[config.mk]
export PLATFORM = sky130hd
export DESIGN_NAME = wdt_cntr_bank
export DESIGN_NICKNAME = d
export VERILOG_FILES = /design/src/rtl/wdt_pkg.sv /design/src/rtl/wdt_counter.sv /design/src/rtl/wdt_expiry.sv /design/src/rtl/wdt_cntr_bank.sv
export SDC_FILE = /design/constraint.sdc
export NUM_CORES = 2
export LEC_CHECK = 0
export ABC_AREA = 1
export BUFFER_PORTS_ARGS = -buffer_cell sky130_fd_sc_hd__buf_2
export CAP_MARGIN = 20
export CORE_UTILIZATION = 45
export DETAILED_ROUTE_END_ITERATION = 16
export PLACE_DENSITY_LB_ADDON = 0.25
export SLEW_MARGIN = 20
export SYNTH_ARGS = -nofsm -noshare
export SYNTH_HDL_FRONTEND = slang
export SYNTH_SLANG_ARGS = --single-unit
[constraint.sdc]
create_clock -name clk -period 4 [get_ports clk]
set_input_delay 0.6 -clock clk [delete_from_list [all_inputs] [get_ports clk]]
set_output_delay 0.6 -clock clk [all_outputs]
set_load 0.01 [all_outputs]
[src/rtl/wdt_pkg.sv]
package wdt_pkg;
  localparam int unsigned PRESC_W   = 8;
  localparam int unsigned PRESC_MIN = 2;
  localparam logic [1:0]  MODE_RELOAD = 2'b11;
  localparam logic [3:0]  TRIG_PREV   = 4'd5;
  localparam logic [3:0]  OFS_CTRL = 4'h0;
  localparam logic [3:0]  OFS_LO   = 4'h4;
  localparam logic [3:0]  OFS_HI   = 4'h8;

  typedef struct packed {
    logic [PRESC_W-1:0] presc;
    logic [3:0]         trig;
    logic [1:0]         mode;
    logic               en;
  } ctl_t;
endpackage

[src/rtl/wdt_counter.sv]
module wdt_counter
  import wdt_pkg::*;
#(
  parameter int unsigned DW     = 32,
  parameter bit          RST_EN = 1'b0
) (
  input  logic          clk,
  input  logic          rst,
  input  logic          wr_ctrl,
  input  logic          wr_lo,
  input  logic          wr_hi,
  input  logic          rd_lo,
  input  logic [DW-1:0] wdata,
  input  logic          prev_end,
  output logic [15:0]   ctrl_word,
  output logic [DW-1:0] cnt_lo,
  output logic [DW-1:0] hold_hi,
  output logic          en_o,
  output logic          end_o
);
  localparam int unsigned CW = 2 * DW;

  ctl_t               ctl;
  ctl_t               ctl_new;
  logic               active;
  logic               end_r;
  logic [CW-1:0]      init_v;
  logic [CW-1:0]      cnt;
  logic [PRESC_W-1:0] pcnt;
  logic [PRESC_W-1:0] peff;
  logic [DW-1:0]      hold;
  logic               tick;
  logic               en_rise;
  logic               trig_hit;

  always_comb begin
    ctl_new.en    = wdata[0];
    ctl_new.mode  = wdata[3:2];
    ctl_new.trig  = wdata[7:4];
    ctl_new.presc = wdata[8 +: PRESC_W];
  end

  assign peff     = (ctl.presc < PRESC_W'(PRESC_MIN)) ? PRESC_W'(PRESC_MIN) : ctl.presc;
  assign tick     = (pcnt >= peff - PRESC_W'(1));
  assign en_rise  = wr_ctrl && ctl_new.en && !ctl.en;
  assign trig_hit = ctl.en && (ctl.mode == MODE_RELOAD) && (ctl.trig == TRIG_PREV) && prev_end;

  always_ff @(posedge clk) begin
    if (rst) begin
      ctl.presc <= PRESC_W'(PRESC_MIN);
      ctl.trig  <= '0;
      ctl.mode  <= '0;
      ctl.en    <= RST_EN;
      active    <= RST_EN;
      init_v    <= '1;
      cnt       <= '1;
      pcnt      <= '0;
      hold      <= '0;
      end_r     <= 1'b0;
    end else begin
      end_r <= 1'b0;
      if (wr_lo) init_v[DW-1:0]  <= wdata;
      if (wr_hi) init_v[CW-1:DW] <= wdata;
      if (rd_lo) hold <= cnt[CW-1:DW];
      if (wr_ctrl) ctl <= ctl_new;
      if (wr_ctrl && !ctl_new.en) begin
        active <= 1'b0;
      end else if ((en_rise && ctl_new.mode != MODE_RELOAD) || trig_hit) begin
        cnt    <= init_v;
        active <= 1'b1;
        pcnt   <= '0;
      end else if (active) begin
        if (cnt == '0) begin
          end_r  <= 1'b1;
          active <= 1'b0;
        end else if (tick) begin
          cnt  <= cnt - CW'(1);
          pcnt <= '0;
        end else begin
          pcnt <= pcnt + PRESC_W'(1);
        end
      end
    end
  end

  assign ctrl_word = {ctl.presc, ctl.trig, ctl.mode, active, ctl.en};
  assign cnt_lo    = cnt[DW-1:0];
  assign hold_hi   = hold;
  assign en_o      = ctl.en;
  assign end_o     = end_r;


  end_single_chk: assert property (@(posedge clk) disable iff (rst) end_r |=> !end_r);

  end_at_zero_chk: assert property (@(posedge clk) disable iff (rst) end_r |-> (cnt == '0) && !active);

  active_needs_en_chk: assert property (@(posedge clk) disable iff (rst) active |-> ctl.en);

  reload_start_chk: assert property (@(posedge clk) disable iff (rst)
    ($rose(active) && ctl.mode == MODE_RELOAD && !$past(wr_ctrl)) |-> $past(prev_end));
endmodule

[src/rtl/wdt_expiry.sv]
module wdt_expiry #(
  parameter int unsigned NC = 4
) (
  input  logic          clk,
  input  logic          rst,
  input  logic          wr_sel,
  input  logic [NC-1:0] sel_wdata,
  input  logic [NC-1:0] end_i,
  input  logic [NC-1:0] en_i,
  output logic [NC-1:0] sel_o,
  output logic          req_o
);
  logic [NC-1:0] sel;
  logic          req;

  always_ff @(posedge clk) begin
    if (rst) begin
      sel <= '0;
      req <= 1'b0;
    end else begin
      if (wr_sel) sel <= sel_wdata;
      if (|(end_i & sel & en_i)) req <= 1'b1;
    end
  end

  assign sel_o = sel;
  assign req_o = req;


  req_sticky_chk: assert property (@(posedge clk) disable iff (rst) req |=> req);

  req_cause_chk: assert property (@(posedge clk) disable iff (rst) $rose(req) |-> $past(|(end_i & sel)));
endmodule

[src/rtl/wdt_cntr_bank.sv]
module wdt_cntr_bank
  import wdt_pkg::*;
#(
  parameter int unsigned NC          = 4,
  parameter int unsigned DW          = 32,
  parameter int unsigned AW          = 8,
  parameter logic [3:0]  RST_EN_MASK = 4'b1100
) (
  input  logic          clk,
  input  logic          rst,
  input  logic          reg_wr,
  input  logic          reg_rd,
  input  logic [AW-1:0] reg_addr,
  input  logic [DW-1:0] reg_wdata,
  output logic [DW-1:0] reg_rdata,
  output logic [NC-1:0] end_pulse,
  output logic          wdog_rst_req
);
  localparam int unsigned GW = AW - 4;

  logic [GW-1:0]         grp;
  logic [3:0]            ofs;
  logic [NC-1:0][15:0]   ctrl_w;
  logic [NC-1:0][DW-1:0] lo_w;
  logic [NC-1:0][DW-1:0] hi_w;
  logic [NC-1:0]         en_w;
  logic [NC-1:0]         end_w;
  logic [NC-1:0]         sel_w;
  logic                  wr_sel;
  logic [DW-1:0]         rd_mux;
  logic [DW-1:0]         rdata_r;

  assign grp    = reg_addr[AW-1:4];
  assign ofs    = reg_addr[3:0];
  assign wr_sel = reg_wr && (grp == GW'(NC)) && (ofs == OFS_CTRL);

  for (genvar i = 0; i < NC; i++) begin : g_cnt
    wdt_counter #(.DW(DW), .RST_EN(RST_EN_MASK[i])) u_cnt (
      .clk      (clk),
      .rst      (rst),
      .wr_ctrl  (reg_wr && grp == GW'(i) && ofs == OFS_CTRL),
      .wr_lo    (reg_wr && grp == GW'(i) && ofs == OFS_LO),
      .wr_hi    (reg_wr && grp == GW'(i) && ofs == OFS_HI),
      .rd_lo    (reg_rd && grp == GW'(i) && ofs == OFS_LO),
      .wdata    (reg_wdata),
      .prev_end (end_w[(i + NC - 1) % NC]),
      .ctrl_word(ctrl_w[i]),
      .cnt_lo   (lo_w[i]),
      .hold_hi  (hi_w[i]),
      .en_o     (en_w[i]),
      .end_o    (end_w[i])
    );
  end

  wdt_expiry #(.NC(NC)) u_exp (
    .clk      (clk),
    .rst      (rst),
    .wr_sel   (wr_sel),
    .sel_wdata(reg_wdata[NC-1:0]),
    .end_i    (end_w),
    .en_i     (en_w),
    .sel_o    (sel_w),
    .req_o    (wdog_rst_req)
  );

  always_comb begin
    rd_mux = '0;
    for (int i = 0; i < NC; i++) begin
      if (grp == GW'(i)) begin
        case (ofs)
          OFS_CTRL: rd_mux = {{(DW-16){1'b0}}, ctrl_w[i]};
          OFS_LO:   rd_mux = lo_w[i];
          OFS_HI:   rd_mux = hi_w[i];
          default:  rd_mux = '0;
        endcase
      end
    end
    if (grp == GW'(NC) && ofs == OFS_CTRL) rd_mux = {{(DW-NC){1'b0}}, sel_w};
  end

  always_ff @(posedge clk) begin
    if (rst)         rdata_r <= '0;
    else if (reg_rd) rdata_r <= rd_mux;
  end

  assign reg_rdata = rdata_r;
  assign end_pulse = end_w;


  rdata_quiet_chk: assert property (@(posedge clk) disable iff (rst) !$past(reg_rd) |-> $stable(reg_rdata));
endmodule

==> After elaboration in Yosys (flattened, before gate mapping) <==
Cells that the tools add are included.
{ "totals": {"ff_bits": 777, "in_bits": 44} }
{ "classes": {"add_sub_neg": 12, "order_cmp": 8, "eq_ne": 19, "mux": 63, "bitwise": 10, "reduce_logical": 93} }
{ "ops": {"columns": ["op", "count"], "rows": [
  ["$mux 64", 16],
  ["$pmux 32 s3", 4],
  ["$logic_not 64->1", 4],
  ["$sub 64x1->64 const B", 4],
  ["$mux 32", 5],
  ["$mux 8", 20],
  ["$logic_and 1x1->1", 55],
  ["$add 8x1->8 const B", 4],
  ["$ge 8x8->1", 4],
  ["$lt 8x2->1 const B", 4],
  ["$sub 8x1->8 const B", 4],
  ["$eq 4x3->1 const B", 6],
  ["$reduce_or 4->1", 5],
  ["$mux 1", 18],
  ["$reduce_and 4->1", 4],
  ["$reduce_bool 2->1", 8],
  ["$reduce_and 3->1", 4],
  ["$and 4x4->4", 2],
  ["$eq 2x2->1 const B", 4],
  ["$eq 4x2->1 const B", 2],
  ["$logic_not 4->1", 2],
  ["$ne 2x1->1 const B", 4],
  ["$not 1->1", 8],
  ["$logic_not 1->1", 5],
  ["5 further kinds", 9]
]} }

==> Depth between registers and ports, before layout <==
{ "depth": {"ltp_word": 9, "ltp_mapped": 23, "mapped_depth_nobuf": 21} }

==> Cells and area by module <==
From an unflattened synthesis, not the netlist that was laid out.
{ "unflattened": {"hier_cells": 7209, "hier_area_um2": 44104.8} }
{ "by_module_without_submodules": {"columns": ["mod", "instances", "cells_each", "area_each_um2", "seq_area_each_um2"], "rows": [
  ["wdt_counter at g_cnt[0].u_cnt ...", 2, 1566, 9898.2, 3703.6],
  ["wdt_counter at g_cnt[2].u_cnt", 1, 1577, 9887.0, 3703.6],
  ["wdt_counter at g_cnt[3].u_cnt", 1, 1559, 9806.9, 3703.6],
  ["wdt_cntr_bank", 1, 914, 4420.5, 640.6],
  ["wdt_expiry", 1, 27, 193.9, 100.1]
]} }

==> Least setup slack after synthesis <==
OpenSTA, ideal clock, no wires.
{ "synth_path": {"kind": "register to register", "startpoint": "reg g_cnt[3].u_cnt.ctl (netlist bit g_cnt[3].u_cnt.ctrl_word[12])", "endpoint": "reg g_cnt[3].u_cnt.cnt[39]", "t_arrival_ns": 2.824, "required_ns": 3.936, "setup_slack_ns": 1.113, "stages_incl_launch_ff": 21, "path_buffers": 1, "cell_sequence": "dfxtp_1 -> nor2_1 -> nand4_1 -> nor3_1 -> or2_2 -> ha_1 -> nand3_1 -> nor3_1 -> xor2_1 -> ha_1 -> nand2_1 -> nor2_1 -> nand4_1 -> nand3_1 -> inv_1 -> nand2_2 -> nand2_1 -> nor2_4 -> buf_4 -> nand2_1 -> nand3_1"} }
{ "synth_via": {"elab_chain_len": 6} }
{ "synth_lines": {"columns": ["element", "line_no", "text"], "rows": [
  ["from (decl)", "wdt_counter.sv:23", "ctl_t ctl;"],
  ["from (signal assigned)", "wdt_counter.sv:65", "if (wr_ctrl) ctl <= ctl_new;"],
  ["$lt 8x2->1", "wdt_counter.sv:43", "assign peff = (ctl.presc < PRESC_W'(PRESC_MIN)) ? PRESC_W'(PRESC_MIN) : ctl.presc;"],
  ["$mux 8 (*)", "wdt_counter.sv:43", null],
  ["$sub 8x1->8 (*)", "wdt_counter.sv:44", "assign tick = (pcnt >= peff - PRESC_W'(1));"],
  ["$ge 8x8->1 (*)", "wdt_counter.sv:44", null],
  ["$reduce_bool 2->1 (no source line) (*)", null, null],
  ["$reduce_and 4->1 (no source line) (*)", null, null],
  ["to (signal assigned)", "wdt_counter.sv:69", "cnt <= init_v;"],
  ["to (signal assigned)", "wdt_counter.sv:77", "cnt <= cnt - CW'(1);"],
  ["to (decl)", "wdt_counter.sv:28", "logic [CW-1:0] cnt;"]
]} }
Mark *: on every way between the ends. The rest lies on a longest branch, timed or not.
A chain may end at the register's enable or synchronous reset.

==> Worst setup path in the final report <==
{ "layout_path": {"startpoint": "reg g_cnt[3].u_cnt.ctl (netlist bit g_cnt[3].u_cnt.ctrl_word[12])", "endpoint": "reg g_cnt[3].u_cnt.cnt[30]"} }
The elaborated chain is that of the path after synthesis.

==> reports/results.ini <==
[status]
status = finished, final reports clean

[synthesis]
synth_edf_count = 0
synth_cell_types = 41
synth-async-reset-ratio_pct = 0
yosysWarnings = 0
syn_area_um2 = 42630
synth_cells = 7020
syn_avg_cell_area_um2 = 6.073
seq_area_frac_synth_pct = 36.49
syn-num-nets = 7108
synth-seq-cells = 777
synth_flop_cell = dfxtp_1

[final_layout]
fillCellCount = 9919
regArea_um2 = 15550
stdcell_area_um2 = 46860
finalNetCount = 6994
mostFrequentLayoutCells = nand2_1 (2,613), nor2_1 (1,050), dfxtp_1 (777)
multi_input_area_um2 = 24080
layout-drive-gt1-share_pct = 5.335
final_common_cell = nand2_1
area_growth_pct = 9.911
final_cells = 8230
final_util_pct = 50.06

[worst_setup_path]
crit_path_start_kind = register
cp_max_fo = 38
path_class = register to register
critPathTopFamily = simple AND/OR/NAND/NOR gates
cp_slowest_cell = buf_4
arrival_ns = 4.14
end_kind = register
cp.required_ns = 4.62
crit_path_max_incr_delay_ns = 0.42
path_cells = nor2_1, nand4_1, nor3_1, or2_2, ha_1, nand3_1, nor3_1, xor2_1, ha_1, nand2_1, nor2_1, nand4_1, nand3_1, inv_1, nand2_2, nand2_1, nor2_4, buf_4, nand2_1, nand3_1
path_buf_inv = 2

[worst_hold_path]
min_path_type = primary input to register

[timing]
hold_viol = 0
layout_setup_ws_ns = 0.4840
tightest_slew_ns = 1.015
fin_crit_sh_pct = 87.90
rsz0062_at_grt = no
slew_violations = 0
max_slew_margin_pct = 31.91
fmax_mhz = 284.4
setup_viol = 0
fin_tns_setup_ns = 0
skew_ns = 0.03070
layout_min_cycle_time_ns = 3.516

[floorplanning]
num_io_pins = 81
dieHeight_um = 309.8
start_util_pct = 45.54
dieArea_um2 = 95970
num_rows = 112
core-area_um2 = 93610
die_width_um = 309.8

[global_routing]
antenna_found_initial = 16
grt_overflow_total = 0
grt_max_degree = 134
grt_pass1_vias = 41600
grt_first_pass_wirelength_um = 265200
grt_usage_pct = 36.77

[placed_design]
place.detailed.hpwl_um = 125200
placedCellCount = 8069
place_area_um2 = 43860
io_buffers = 80
globalplace.congestion = 1.073
place_ws_ns = 0.4199

[routing]
vias_per_cell = 5.577
routedWlPerCell_um = 21.69
drt_first_pass_iters = 6
drc = 0
initialDrtViolationCount = 5499
drt_wl_total_um = 178500
final_antenna_net_count = 0
num_vias = 45900

[pwr]
pwr-share-clk_pct = 39.5
pwr-share-comb_pct = 18.9
p_leak_uw = 0.02113
ir_drop_v = 0.0006235
powerDensity_nw_per_um2 = 457.6
switching_share_pct = 32.86
internal-power_uw = 14390
seqPwrFrac_pct = 41.6
switchingPower_uw = 7046

[flow_run]
drv_cap = 0

[clocking]
cts_buffers = 89
cts_tree = yes
clk_latency_ns = 0.69
cts.htree.levels = 3
clkSinkCount = 777
path_clk_slew_ns = 0.06
root_buffer = clkbuf_16
clk_path_buf_depth = 3

state kept, by name, indices dropped and copies added (netlist names), 4 cells and up:
register and cells:
u_exp.sel_o 4, g_cnt.u_cnt.pcnt 32, g_cnt.u_cnt.end_o 4, g_cnt.u_cnt.cnt 256, g_cnt.u_cnt.active 4, g_cnt.u_cnt.en_o 4, g_cnt.u_cnt.init_v 256, g_cnt.u_cnt.ctrl_word 56
g_cnt.u_cnt.hold_hi 128, reg_rdata 32
layout make-up:
| type | count | area share (%) |
|---|---|---|
| Antenna cell | 3 | 0.01602 |
| Clock buffer | 133 | 5.666 |
| Clock inverter | 25 | 0.6969 |
| Inverter | 391 | 3.151 |
| Multi-Input combinational cell | 5483 | 51.39 |
| Sequential cell | 777 | 33.20 |
| Tap cell | 1254 | 3.348 |
| Timing Repair Buffer | 164 | 2.534 |
worst reg2reg max path, stage by stage (launching register included):
cell	delay, ns
dfxtp_1	0.34
nor2_1	0.14
nand4_1	0.10
nor3_1	0.24
or2_2	0.20
ha_1	0.18
nand3_1	0.12
nor3_1	0.19
xor2_1	0.10
ha_1	0.28
nand2_1	0.06
nor2_1	0.14
nand4_1	0.09
nand3_1	0.19
inv_1	0.10
nand2_2	0.12
nand2_1	0.10
nor2_4	0.10
buf_4	0.42
nand2_1	0.16
nand3_1	0.08
final timing paths:
| check | endpoint | start | slack (ns) | cells after the start |
|---|---|---|---|---|
| worst min register to register | g_cnt[0].u_cnt.init_v[37] | g_cnt[0].u_cnt.init_v[37] | 0.45 | 2 |
| worst max register to register | g_cnt[3].u_cnt.cnt[30] | g_cnt[3].u_cnt.ctrl_word[12] | 0.48 | 20 |
| worst min-delay path | g_cnt[2].u_cnt.en_o | reg_wdata[0] | 0.37 | 3 |
| worst max-delay path | g_cnt[3].u_cnt.cnt[30] | g_cnt[3].u_cnt.ctrl_word[12] | 0.48 | 20 |
through the flow:
stage | hold slack, ns | total power, µW
6_report | 0.3668 | 21440
5_1_grt | 0.3422 | 22320
4_1_cts | 0.3093 | 21390
3_5_place_dp | 0.4425 | 13000
3_3_place_gp | 0.4373 | 12890
2_1_floorplan | 0.4214 | 11750
cell usage after synthesis, types with 44 or more instances:
cell type / count / area [µm²]
nand2_1: 2617 / 9823
nor2_1: 1062 / 3986
dfxtp_1: 777 / 15550
nand3_1: 731 / 3659
o21ai_0: 397 / 1987
inv_1: 377 / 1415
a21oi_1: 294 / 1471
clkbuf_1: 237 / 889.6
xor2_1: 93 / 814.5
buf_2: 86 / 430.4
nand4_1: 48 / 300.3
ha_1: 44 / 550.5
per-layer routing:
metal  wire length (µm)  vias up  global-route usage [%]
met5                 91        -                       0
met2              76460     2173                   56.21
met1              74690    21250                   50.04
met4               8680       14                   16.10
li1                   -    22080                       -
met3              18550      387                   7.227
what timing repair did:
action	4_1_cts	5_1_grt
hold buffers	0	0
buffers inserted	0	0
endpoints found under the setup margin	0	13
gates resized for setup	0	1
power groups by stage:
stage | Clock, µW | Combinational [µW] | Sequential (µW)
finish | 8470 | 4050 | 8920
global placement | 0 | 3840 | 9050
CTS | 8530 | 3980 | 8880
floorplan | 0 | 2990 | 8760
global route | 8850 | 4510 | 8960
detailed placement | 0 | 3950 | 9050
kinds of logic after synthesis:
group,count (synthesis),share of synthesized area (%)
AOI/OAI and AO/OA,758,9.230
xor gates and xnor gates,122,2.506
adders and majority gates,44,1.291
buffers and inverters,760,7.261
DFF,777,36.49
and+or+nand+nor,4559,43.22
(Power assumes the default switching activity.)
